--- src/rtl/lcd_halfbias_pkg.sv ---
package lcd_halfbias_pkg;
  typedef enum logic [1:0] {
    LVL_LOW  = 2'b00,
    LVL_MID  = 2'b01,
    LVL_HIGH = 2'b10
  } lvl_e;

  typedef enum logic [1:0] {
    SL_C1_HI = 2'd0,
    SL_C1_LO = 2'd1,
    SL_C2_HI = 2'd2,
    SL_C2_LO = 2'd3
  } slot_e;
endpackage

--- src/rtl/lcd_frame_timer.sv ---
module lcd_frame_timer #(
  parameter int SLOT_CYCLES = 10
) (
  input  logic                      clk_i,
  output lcd_halfbias_pkg::slot_e   slot_o,
  output logic                      frame_end_o
);
  import lcd_halfbias_pkg::*;

  localparam int CW = (SLOT_CYCLES > 1) ? $clog2(SLOT_CYCLES) : 1;
  localparam logic [CW-1:0] LAST = CW'(SLOT_CYCLES - 1);

  // Free-running on purpose: the commons keep cycling through reset.
  logic [CW-1:0] cnt_q  = '0;
  slot_e         slot_q = SL_C1_HI;
  logic          slot_end;

  assign slot_end = (cnt_q == LAST);

  always_ff @(posedge clk_i) begin
    if (slot_end) begin
      cnt_q  <= '0;
      slot_q <= slot_e'(slot_q + 2'd1);
    end else begin
      cnt_q  <= cnt_q + 1'b1;
    end
  end

  assign slot_o      = slot_q;
  assign frame_end_o = slot_end && (slot_q == SL_C2_LO);
endmodule

--- src/rtl/lcd_seg_store.sv ---
module lcd_seg_store #(
  parameter int NDIG    = 7,
  parameter int DIGIT_W = 4,
  parameter int DIG_AW  = 3,
  localparam int NSEG   = NDIG * DIGIT_W
) (
  input  logic               clk_i,
  input  logic               rst_i,
  input  logic               wr_en_i,
  input  logic [DIG_AW-1:0]  wr_dig_i,
  input  logic [DIGIT_W-1:0] wr_ph0_i,
  input  logic [DIGIT_W-1:0] wr_ph1_i,
  input  logic               frame_end_i,
  output logic [NSEG-1:0]    act0_o,
  output logic [NSEG-1:0]    act1_o
);
  logic [NSEG-1:0] stage0_q, stage1_q;
  logic [NSEG-1:0] act0_q, act1_q;

  for (genvar d = 0; d < NDIG; d++) begin : g_dig
    logic hit;
    assign hit = wr_en_i && (wr_dig_i == DIG_AW'(d));

    // Staging copy: written any time.
    always_ff @(posedge clk_i) begin
      if (rst_i) begin
        stage0_q[d*DIGIT_W +: DIGIT_W] <= '0;
        stage1_q[d*DIGIT_W +: DIGIT_W] <= '0;
      end else if (hit) begin
        stage0_q[d*DIGIT_W +: DIGIT_W] <= wr_ph0_i;
        stage1_q[d*DIGIT_W +: DIGIT_W] <= wr_ph1_i;
      end
    end

    // Displayed copy: refreshed only at the frame boundary.
    always_ff @(posedge clk_i) begin
      if (rst_i) begin
        act0_q[d*DIGIT_W +: DIGIT_W] <= '0;
        act1_q[d*DIGIT_W +: DIGIT_W] <= '0;
      end else if (frame_end_i) begin
        act0_q[d*DIGIT_W +: DIGIT_W] <= stage0_q[d*DIGIT_W +: DIGIT_W];
        act1_q[d*DIGIT_W +: DIGIT_W] <= stage1_q[d*DIGIT_W +: DIGIT_W];
      end
    end
  end

  assign act0_o = act0_q;
  assign act1_o = act1_q;
endmodule

--- src/rtl/lcd_drive_encoder.sv ---
module lcd_drive_encoder #(
  parameter int NSEG      = 28,
  parameter int PORT_SEGS = 4
) (
  input  logic                     clk_i,
  input  logic                     blank_i,
  input  logic                     bkup_i,
  input  logic                     gp_sel_i,
  input  logic [PORT_SEGS-1:0]     port_i,
  input  lcd_halfbias_pkg::slot_e  slot_i,
  input  logic [NSEG-1:0]          act0_i,
  input  logic [NSEG-1:0]          act1_i,
  output logic [1:0]               com1_o,
  output logic [1:0]               com2_o,
  output logic [NSEG-1:0]          seg_o
);
  import lcd_halfbias_pkg::*;

  lvl_e            c1_n, c2_n;
  logic [NSEG-1:0] pat, lcd_n, seg_n;

  always_comb begin
    c1_n = LVL_MID;
    c2_n = LVL_MID;
    pat  = blank_i ? '0 : act0_i;
    unique case (slot_i)
      SL_C1_HI: begin c1_n = LVL_HIGH; lcd_n = ~pat; end
      SL_C1_LO: begin c1_n = LVL_LOW;  lcd_n =  pat; end
      SL_C2_HI: begin
        c2_n  = LVL_HIGH;
        pat   = blank_i ? '0 : act1_i;
        lcd_n = ~pat;
      end
      default: begin
        c2_n  = LVL_LOW;
        pat   = blank_i ? '0 : act1_i;
        lcd_n = pat;
      end
    endcase
  end

  if (PORT_SEGS > 0) begin : g_port
    always_comb begin
      seg_n = lcd_n;
      if (gp_sel_i && !blank_i)
        seg_n[NSEG-1 -: PORT_SEGS] = port_i;
    end
  end else begin : g_noport
    assign seg_n = lcd_n;
  end

  logic [1:0]      com1_q = '0;
  logic [1:0]      com2_q = '0;
  logic [NSEG-1:0] seg_q  = '0;

  always_ff @(posedge clk_i) begin
    if (bkup_i) begin
      com1_q <= LVL_LOW;
      com2_q <= LVL_LOW;
      seg_q  <= '0;
    end else begin
      com1_q <= c1_n;
      com2_q <= c2_n;
      seg_q  <= seg_n;
    end
  end

  assign com1_o = com1_q;
  assign com2_o = com2_q;
  assign seg_o  = seg_q;
endmodule

--- src/rtl/lcd_halfbias_driver.sv ---
module lcd_halfbias_driver #(
  parameter int CLK_HZ    = 4_500_000,
  parameter int FRAME_HZ  = 100,
  parameter int NDIG      = 7,
  parameter int DIGIT_W   = 4,
  parameter int PORT_SEGS = 4,
  localparam int NSEG     = NDIG * DIGIT_W,
  localparam int DIG_AW   = (NDIG > 1) ? $clog2(NDIG) : 1,
  localparam int SLOT_CYC = CLK_HZ / (FRAME_HZ * 4),
  localparam int PW       = (PORT_SEGS > 0) ? PORT_SEGS : 1
) (
  input  logic               clk_i,
  input  logic               rst_i,
  input  logic               bkup_i,
  input  logic               wr_en_i,
  input  logic [DIG_AW-1:0]  wr_dig_i,
  input  logic [DIGIT_W-1:0] wr_ph0_i,
  input  logic [DIGIT_W-1:0] wr_ph1_i,
  input  logic               gp_sel_i,
  input  logic [PW-1:0]      port_i,
  output logic [1:0]         com1_lvl_o,
  output logic [1:0]         com2_lvl_o,
  output logic [NSEG-1:0]    seg_o
);
  import lcd_halfbias_pkg::*;

  slot_e           slot;
  logic            frame_end;
  logic [NSEG-1:0] act0, act1;

  lcd_frame_timer #(.SLOT_CYCLES(SLOT_CYC)) u_timer (
    .clk_i       (clk_i),
    .slot_o      (slot),
    .frame_end_o (frame_end)
  );

  lcd_seg_store #(.NDIG(NDIG), .DIGIT_W(DIGIT_W), .DIG_AW(DIG_AW)) u_store (
    .clk_i       (clk_i),
    .rst_i       (rst_i),
    .wr_en_i     (wr_en_i),
    .wr_dig_i    (wr_dig_i),
    .wr_ph0_i    (wr_ph0_i),
    .wr_ph1_i    (wr_ph1_i),
    .frame_end_i (frame_end),
    .act0_o      (act0),
    .act1_o      (act1)
  );

  lcd_drive_encoder #(.NSEG(NSEG), .PORT_SEGS(PW)) u_enc (
    .clk_i    (clk_i),
    .blank_i  (rst_i),
    .bkup_i   (bkup_i),
    .gp_sel_i (gp_sel_i && (PORT_SEGS > 0)),
    .port_i   (port_i),
    .slot_i   (slot),
    .act0_i   (act0),
    .act1_i   (act1),
    .com1_o   (com1_lvl_o),
    .com2_o   (com2_lvl_o),
    .seg_o    (seg_o)
  );
endmodule

--- config.mk ---
export PLATFORM = sky130hd
export DESIGN_NAME = lcd_halfbias_driver
export DESIGN_NICKNAME = d
export VERILOG_FILES = /design/src/rtl/lcd_halfbias_pkg.sv /design/src/rtl/lcd_frame_timer.sv /design/src/rtl/lcd_seg_store.sv /design/src/rtl/lcd_drive_encoder.sv /design/src/rtl/lcd_halfbias_driver.sv
export SDC_FILE = /design/constraint.sdc
export NUM_CORES = 1
export LEC_CHECK = 0
export BUFFER_PORTS_ARGS = -buffer_cell sky130_fd_sc_hd__buf_2
export CAP_MARGIN = 20
export CORE_ASPECT_RATIO = 0.7
export CORE_MARGIN = 2
export CORE_UTILIZATION = 55
export CTS_CLUSTER_SIZE = 20
export DETAILED_ROUTE_END_ITERATION = 12
export MAX_ROUTING_LAYER = met4
export PLACE_DENSITY_LB_ADDON = 0.05
export REMOVE_ABC_BUFFERS = 1
export SYNTH_ARGS = -nofsm -noshare
export SYNTH_HDL_FRONTEND = slang
export SYNTH_SLANG_ARGS = --single-unit
--- constraint.sdc ---
create_clock -name clk_i -period 2 [get_ports clk_i]
set_input_delay 0.3 -clock clk_i [delete_from_list [all_inputs] [get_ports clk_i]]
set_output_delay 0.3 -clock clk_i [all_outputs]
set_load 0.01 [all_outputs]
==> impl_metrics.toml, run 1 <==
[logic_synthesis]
yosys_warnings = 0
yosysSeqAreaShare_pct = 50.0
synth-main-ff-cell = "dfxtp_1"
synth_edf_count = 2
ys_ff_latch = 160
async_flop_share_pct = 0
synth_cell_types = 41
avgSynthCellArea_um2 = 8.20
synthCells = 786
synthesis.area_mm2 = 0.00644

[sta]
hold_viol_final = 0
max_freq_mhz = 579
tightestPinTransition_ns = 0.966
rsz0062_at_grt = "false"
setup_viol = 0
period_share_pct = 86.4
finalClockSkew_ns = 0.00602
slew_headroom_pct = 35.6
period_needed_ns = 1.73
report.final.slew_viol_count = 0

[placement]
dpl.cell_count = 956
port_buffers = 51
dpl.hpwl_um = 9410
gp_congestion = 0.872

[worst_setup_path]
reg2reg_from = "u_timer.cnt_q[0]"
slowest_delay_ns = 0.41
start_kind = "register"
path_buf_inv = 1
path_delay_family = "simple AND/OR/NAND/NOR gates"
crit_chain = "ha_1 -> and4bb_2 -> and4_4 -> buf_12 -> nand2_1 -> a21oi_1"
crit_path_end_kind = "register"
arrival_ns = 2.05
crit_type = "register to register"
cp-startpoint = "u_timer.cnt_q[0]"
cp_max_fo = 56
required_ns = 2.32
slowest_stage = "dfxtp_1"

[global_routing]
grt_usage_pct = 26.0
grt_overflow = 0
grt_max_degree = 93
antenna_found_initial = 0
grt_pass1_wl_um = 25200
grt_pass1_vias = 5354

[power]
p_per_area_mw_per_mm2 = 900
p_leak_uw = 0.00253
power_uw = 6620
peakVddDrop_uv = 662

[floorplanning]
start_util_pct = 55.7
num_io_pins = 52
die_w_um = 133
die_h_um = 94.6
dieArea_mm2 = 0.0126
fp.coreArea_mm2 = 0.0116
core.rowCount = 33

[clock_tree]
clk_latency_ns = 0.41
cts_root_buffer = "clkbuf_16"
cts-buffers-inserted = 17
ctsResizeCount = 0
cts.clk_slew.worst_paths_ns = 0.06
cts_tree = "built"
htree_levels = 4
clock-sinks = 160
postCtsSetupRepairBufs = 0
ctsHoldBuffers = 0
cts_buffer_depth = 2

[detailed_routing]
num_vias = 5609
drtIter0Drc = 372
drt_pass1_iterations = 5
viasPerCell = 5.68
postRouteAntennaNets = 0
wl_per_cell_um = 15.3
drc_errors = 0
wirelength_um = 15100

[worst_hold_path]
worst_hold_startpoint = "port_i[1]"
min_path_type = "input port to register"

[finish]
antenna_cells = 0
nNetsFinal = 845
num-fill-cells = 1002
layout.cells.non_filler = 988
syn2layout_area_growth_pct = 14.3
drive_gt1_share_pct = 13.0

[status]
outcome = "finished, final reports clean"

[job]
max_cap_viol_count = 0
[power by group]
group	internal, µW	switching (µW)	leakage, µW
Combinational	51.7	154	0.000964
Clock	1950	1240	0.000271
Sequential	3220	13.5	0.00130
Total	5220	1400	0.00253
[stage by stage]
step                      worst slack [ns]  utilization, %  setup TNS (ns)  hold slack (ns)  instance area, µm²
after global placement               0.349            58.7               0            0.439                6780
after global routing                 0.121            63.7               0           0.0956                7360
after floorplan                      -1.41               -          -77.11            0.362                6170
after CTS                            0.288            63.7               0           0.0957                7360
after detailed placement             0.312            58.7               0            0.443                6780
final                                0.272            63.7               0            0.106                7360
[flip-flops by register name, summed over array words and instances (netlist names)]
name,flops
u_enc.seg_o,28
u_enc.com2_o,2
u_timer.cnt_q,14
u_store.act0_o,28
u_enc.com1_o,2
u_timer.slot_o,2
u_store.stage0_q,28
u_store.act1_o,28
u_store.stage1_q,28
[Yosys cell counts (all sizes together), types with 3 or more instances]
cell	n	area share [%]
nand2	258	15
dfxtp	158	49
a21oi	143	12
clkbuf	31	1.8
a31oi	26	2.5
a21boi	24	2.8
a221oi	24	3.3
buf	21	2.4
nor2	16	0.93
nor2b	10	0.97
ha	7	1.4
nand2b	7	0.68
nand3	7	0.54
a22o	5	0.68
nand4	5	0.49
nor3	5	0.47
a22oi	4	0.47
inv	4	0.23
mux2i	4	0.62
o21ai	4	0.31
and2	3	0.29
and4	3	0.47
xnor2	3	0.41
xor2	3	0.41
[final cells by class]
type,count,area [µm²],share of cell area (%)
Inverter,4,15.0,0.204
Tap cell,157,196,2.67
Timing Repair Buffer,65,413,5.61
Multi-Input combinational cell,570,2940,39.9
Clock inverter,12,143,1.94
Sequential cell,160,3220,43.8
Clock buffer,20,437,5.93
[cells by family (layout without fill, tap and decap cells)]
| family | after synthesis | count (layout) | synth area share (%) |
|---|---|---|---|
| and+or+nand+nor | 320 | 320 | 20.7 |
| DFF | 160 | 160 | 50.0 |
| AOI/OAI and AO/OA | 233 | 233 | 22.0 |
| xor gates and xnor gates | 6 | 6 | 0.816 |
| buffers and inverters | 56 | 101 | 4.43 |
| muxes | 4 | 4 | 0.622 |
| adders and majority gates | 7 | 7 | 1.36 |
[path summary, 6_finish.rpt]
path / depth (start not counted) / slack [ns] / endpoint
setup / recovery: 6 / 0.27 / u_store.act0_o[27]
hold / removal: 2 / 0.11 / u_enc.seg_o[25]
setup reg to reg: 6 / 0.27 / u_store.act0_o[27]
hold reg to reg: 2 / 0.45 / u_store.act1_o[7]
[layer usage]
metal  GRT usage [%]  share of wire, %  vias to the layer above
li1                -                 -                     2760
met1            32.1                47                     2653
met2            42.6                46                      168
met3            4.99               5.2                       28
met4            10.0               2.1                        0
met5               -                 0                        -
[layout by cell type, fill, tap and decap left out, types with 5 or more instances in the layout]
cell type / n
a21boi_0: 24
a21oi_1: 134
a21oi_2: 9
a221oi_1: 24
a22o_1: 5
a31oi_1: 26
buf_2: 50
buf_4: 11
clkbuf_16: 17
dfxtp_1: 158
ha_1: 6
nand2_1: 258
nand2b_1: 7
nand3_1: 7
nand4_1: 5
nor2_1: 16
nor2b_1: 10
(Power assumes the default switching activity.)
==> run 2, diff against run 1 <==
- CORE_UTILIZATION: 55 -> 59
- RECOVER_POWER: unset -> 50
- SYNTH_HIERARCHICAL: unset -> 1
==> impl_metrics.toml, run 2 <==
[logic_synthesis]
synth-main-ff-cell = "dfxtp_1"
synthesis.area_mm2 = 0.00643
synth.most_common_cell = "mux2i_1"
netlist_top_cells_area = "dfxtp_1, mux2i_1, nand2b_1"
synth_top_area_share_pct = 49.2
avgSynthCellArea_um2 = 10.7
yosys_warnings = 6
ys_ff_latch = 160
synth_cell_types = 42
synth_edf_count = 2
yosys-top-cells-count = "mux2i_1, dfxtp_1, nor2_1"
synth_top_area_cell = "dfxtp_1"
yosysSeqAreaShare_pct = 50.1
synthCells = 601
async_flop_share_pct = 0

[clock_tree]
cts_root_buffer = "clkbuf_16"
cts_buffer_depth = 2
cts-buffers-inserted = 17
clk_latency_ns = 0.41
cts_tree = "built"
cts.clk_slew.worst_paths_ns = 0.06
clock-sinks = 160
htree_levels = 4

[worst_setup_path]
required_ns = 2.27
path_buf_inv = 2
arrival_ns = 2.12
start_kind = "register"
crit_chain = "inv_1 -> ha_1 -> nand4bb_2 -> nor4_4 -> and2_4 -> clkbuf_16 -> mux2i_1 -> nor2_1"
path_delay_family = "simple AND/OR/NAND/NOR gates"
crit_type = "register to register"
crit_path_end_kind = "register"
slowest_delay_ns = 0.34
slowest_stage = "dfxtp_1"
cp_max_fo = 13

[global_routing]
antenna_found_initial = 0
grt_pass1_wl_um = 20800
grt_usage_pct = 23.3
grt_pass1_vias = 4173
grt_max_degree = 57
grt_overflow = 0

[status]
outcome = "finished, final reports clean"

[power]
peakVddDrop_uv = 609
p_per_area_mw_per_mm2 = 915
p_leak_uw = 0.00289

[worst_hold_path]
min_path_type = "input port to register"

[sta]
slew_headroom_pct = 30.5
rsz0062_at_grt = "false"
finalClockSkew_ns = 0.00966
report.final.slew_viol_count = 0
period_share_pct = 92.4
period_needed_ns = 1.85
setup_viol = 0
hold_ws_ns = 0.136
max_freq_mhz = 541
tightestPinTransition_ns = 1.04
hold_viol_final = 0

[finish]
syn2layout_area_growth_pct = 15.5
utilization_pct = 70.9
fin_area_mm2 = 0.00742
num-fill-cells = 784
drive_gt1_share_pct = 11.3
antenna_cells = 0
nNetsFinal = 675
mostFrequentLayoutCells = "mux2i_1, dfxtp_1, nor2_1"
final_common_cell = "mux2i_1"

[detailed_routing]
wl_per_cell_um = 16.1
num_vias = 4261
viasPerCell = 5.36
postRouteAntennaNets = 0
wirelength_um = 12800
drt_pass1_iterations = 5
drc_errors = 0
drtIter0Drc = 226

[placement]
placed_area_mm2 = 0.00683
gp_congestion = 0.794
dpl.hpwl_um = 7980
port_buffers = 51

[floorplanning]
fp.coreArea_mm2 = 0.0105
num_io_pins = 52
start_util_pct = 61.4
die_h_um = 91.3
dieArea_mm2 = 0.0118
die_w_um = 129
core.rowCount = 31

[job]
max_cap_viol_count = 0
-- run 2: metal layers --
layer | track usage (%) | wire length, µm | vias up | share of wire [%]
met5 | - | 0 | - | 0
met4 | 5.71 | 76 | 0 | 0.59
met3 | 5.60 | 540 | 9 | 4.2
met2 | 36.6 | 5900 | 83 | 46
met1 | 30.5 | 6310 | 2038 | 49
li1 | - | - | 2131 | -
-- run 2: report_power, final --
| part | switching (µW) | internal [µW] |
|---|---|---|
| Clock | 1220 | 2020 |
| Combinational | 165 | 106 |
| Sequential | 21.8 | 3250 |
-- run 2: worst register-to-register path, cell delays in order (launching register included) --
cell	delay, ns
dfxtp_1	0.34
inv_1	0.06
ha_1	0.15
nand4bb_2	0.16
nor4_4	0.25
and2_4	0.28
clkbuf_16	0.22
mux2i_1	0.20
nor2_1	0.05
-- run 2: area by class of cell --
type                    count  area (µm²)  share of cell area (%)
well taps                 132         165                    2.23
clock buffers              21         460                    6.20
repair buffers             73         450                    6.07
multi-input cells         393        2960                    39.9
clock inverters             9         135                    1.82
inverters                   7        26.3                   0.354
flip-flops and latches    160        3220                    43.4
-- run 2: what timing repair did --
action	CTS	global route
hold buffers	0	0
buffers inserted	0	0
endpoints found under the setup margin	0	3
resized for setup	0	1
-- run 2: logic make-up after synthesis --
| family | count (synthesis) | synth area share [%] |
|---|---|---|
| simple gates | 201 | 17.0 |
| mux | 168 | 26.2 |
| flops | 160 | 50.1 |
| buf+inv | 48 | 3.83 |
| compound gates | 15 | 1.46 |
| xor+xnor | 6 | 0.818 |
| fa+ha+maj | 3 | 0.584 |
-- run 2: path summary, 6_finish.rpt --
kind / to / cells past startpoint / slack (ns) / startpoint
max: u_store/act0_o[8] / 8 / 0.15 / u_timer/cnt_q[1]
min: u_enc/com1_o[0] / 2 / 0.14 / bkup_i
max reg2reg: u_store/act0_o[8] / 8 / 0.15 / u_timer/cnt_q[1]
min reg2reg: u_store/stage1_q[9] / 2 / 0.48 / u_store/stage1_q[9]
-- run 2: through the flow --
| stage | setup TNS [ns] | instances | worst slack [ns] | power, µW |
|---|---|---|---|---|
| 2_1_floorplan | -102.81 | 560 | -1.84 | 3470 |
| 3_3_place_gp | 0 | 763 | 0.180 | 3610 |
| 3_5_place_dp | 0 | 763 | 0.125 | 3620 |
| 4_1_cts | 0 | 793 | 0.0975 | 6850 |
| 5_1_grt | 0 | 795 | 0.0269 | 7020 |
| 6_report | 0 | 795 | 0.153 | 6790 |
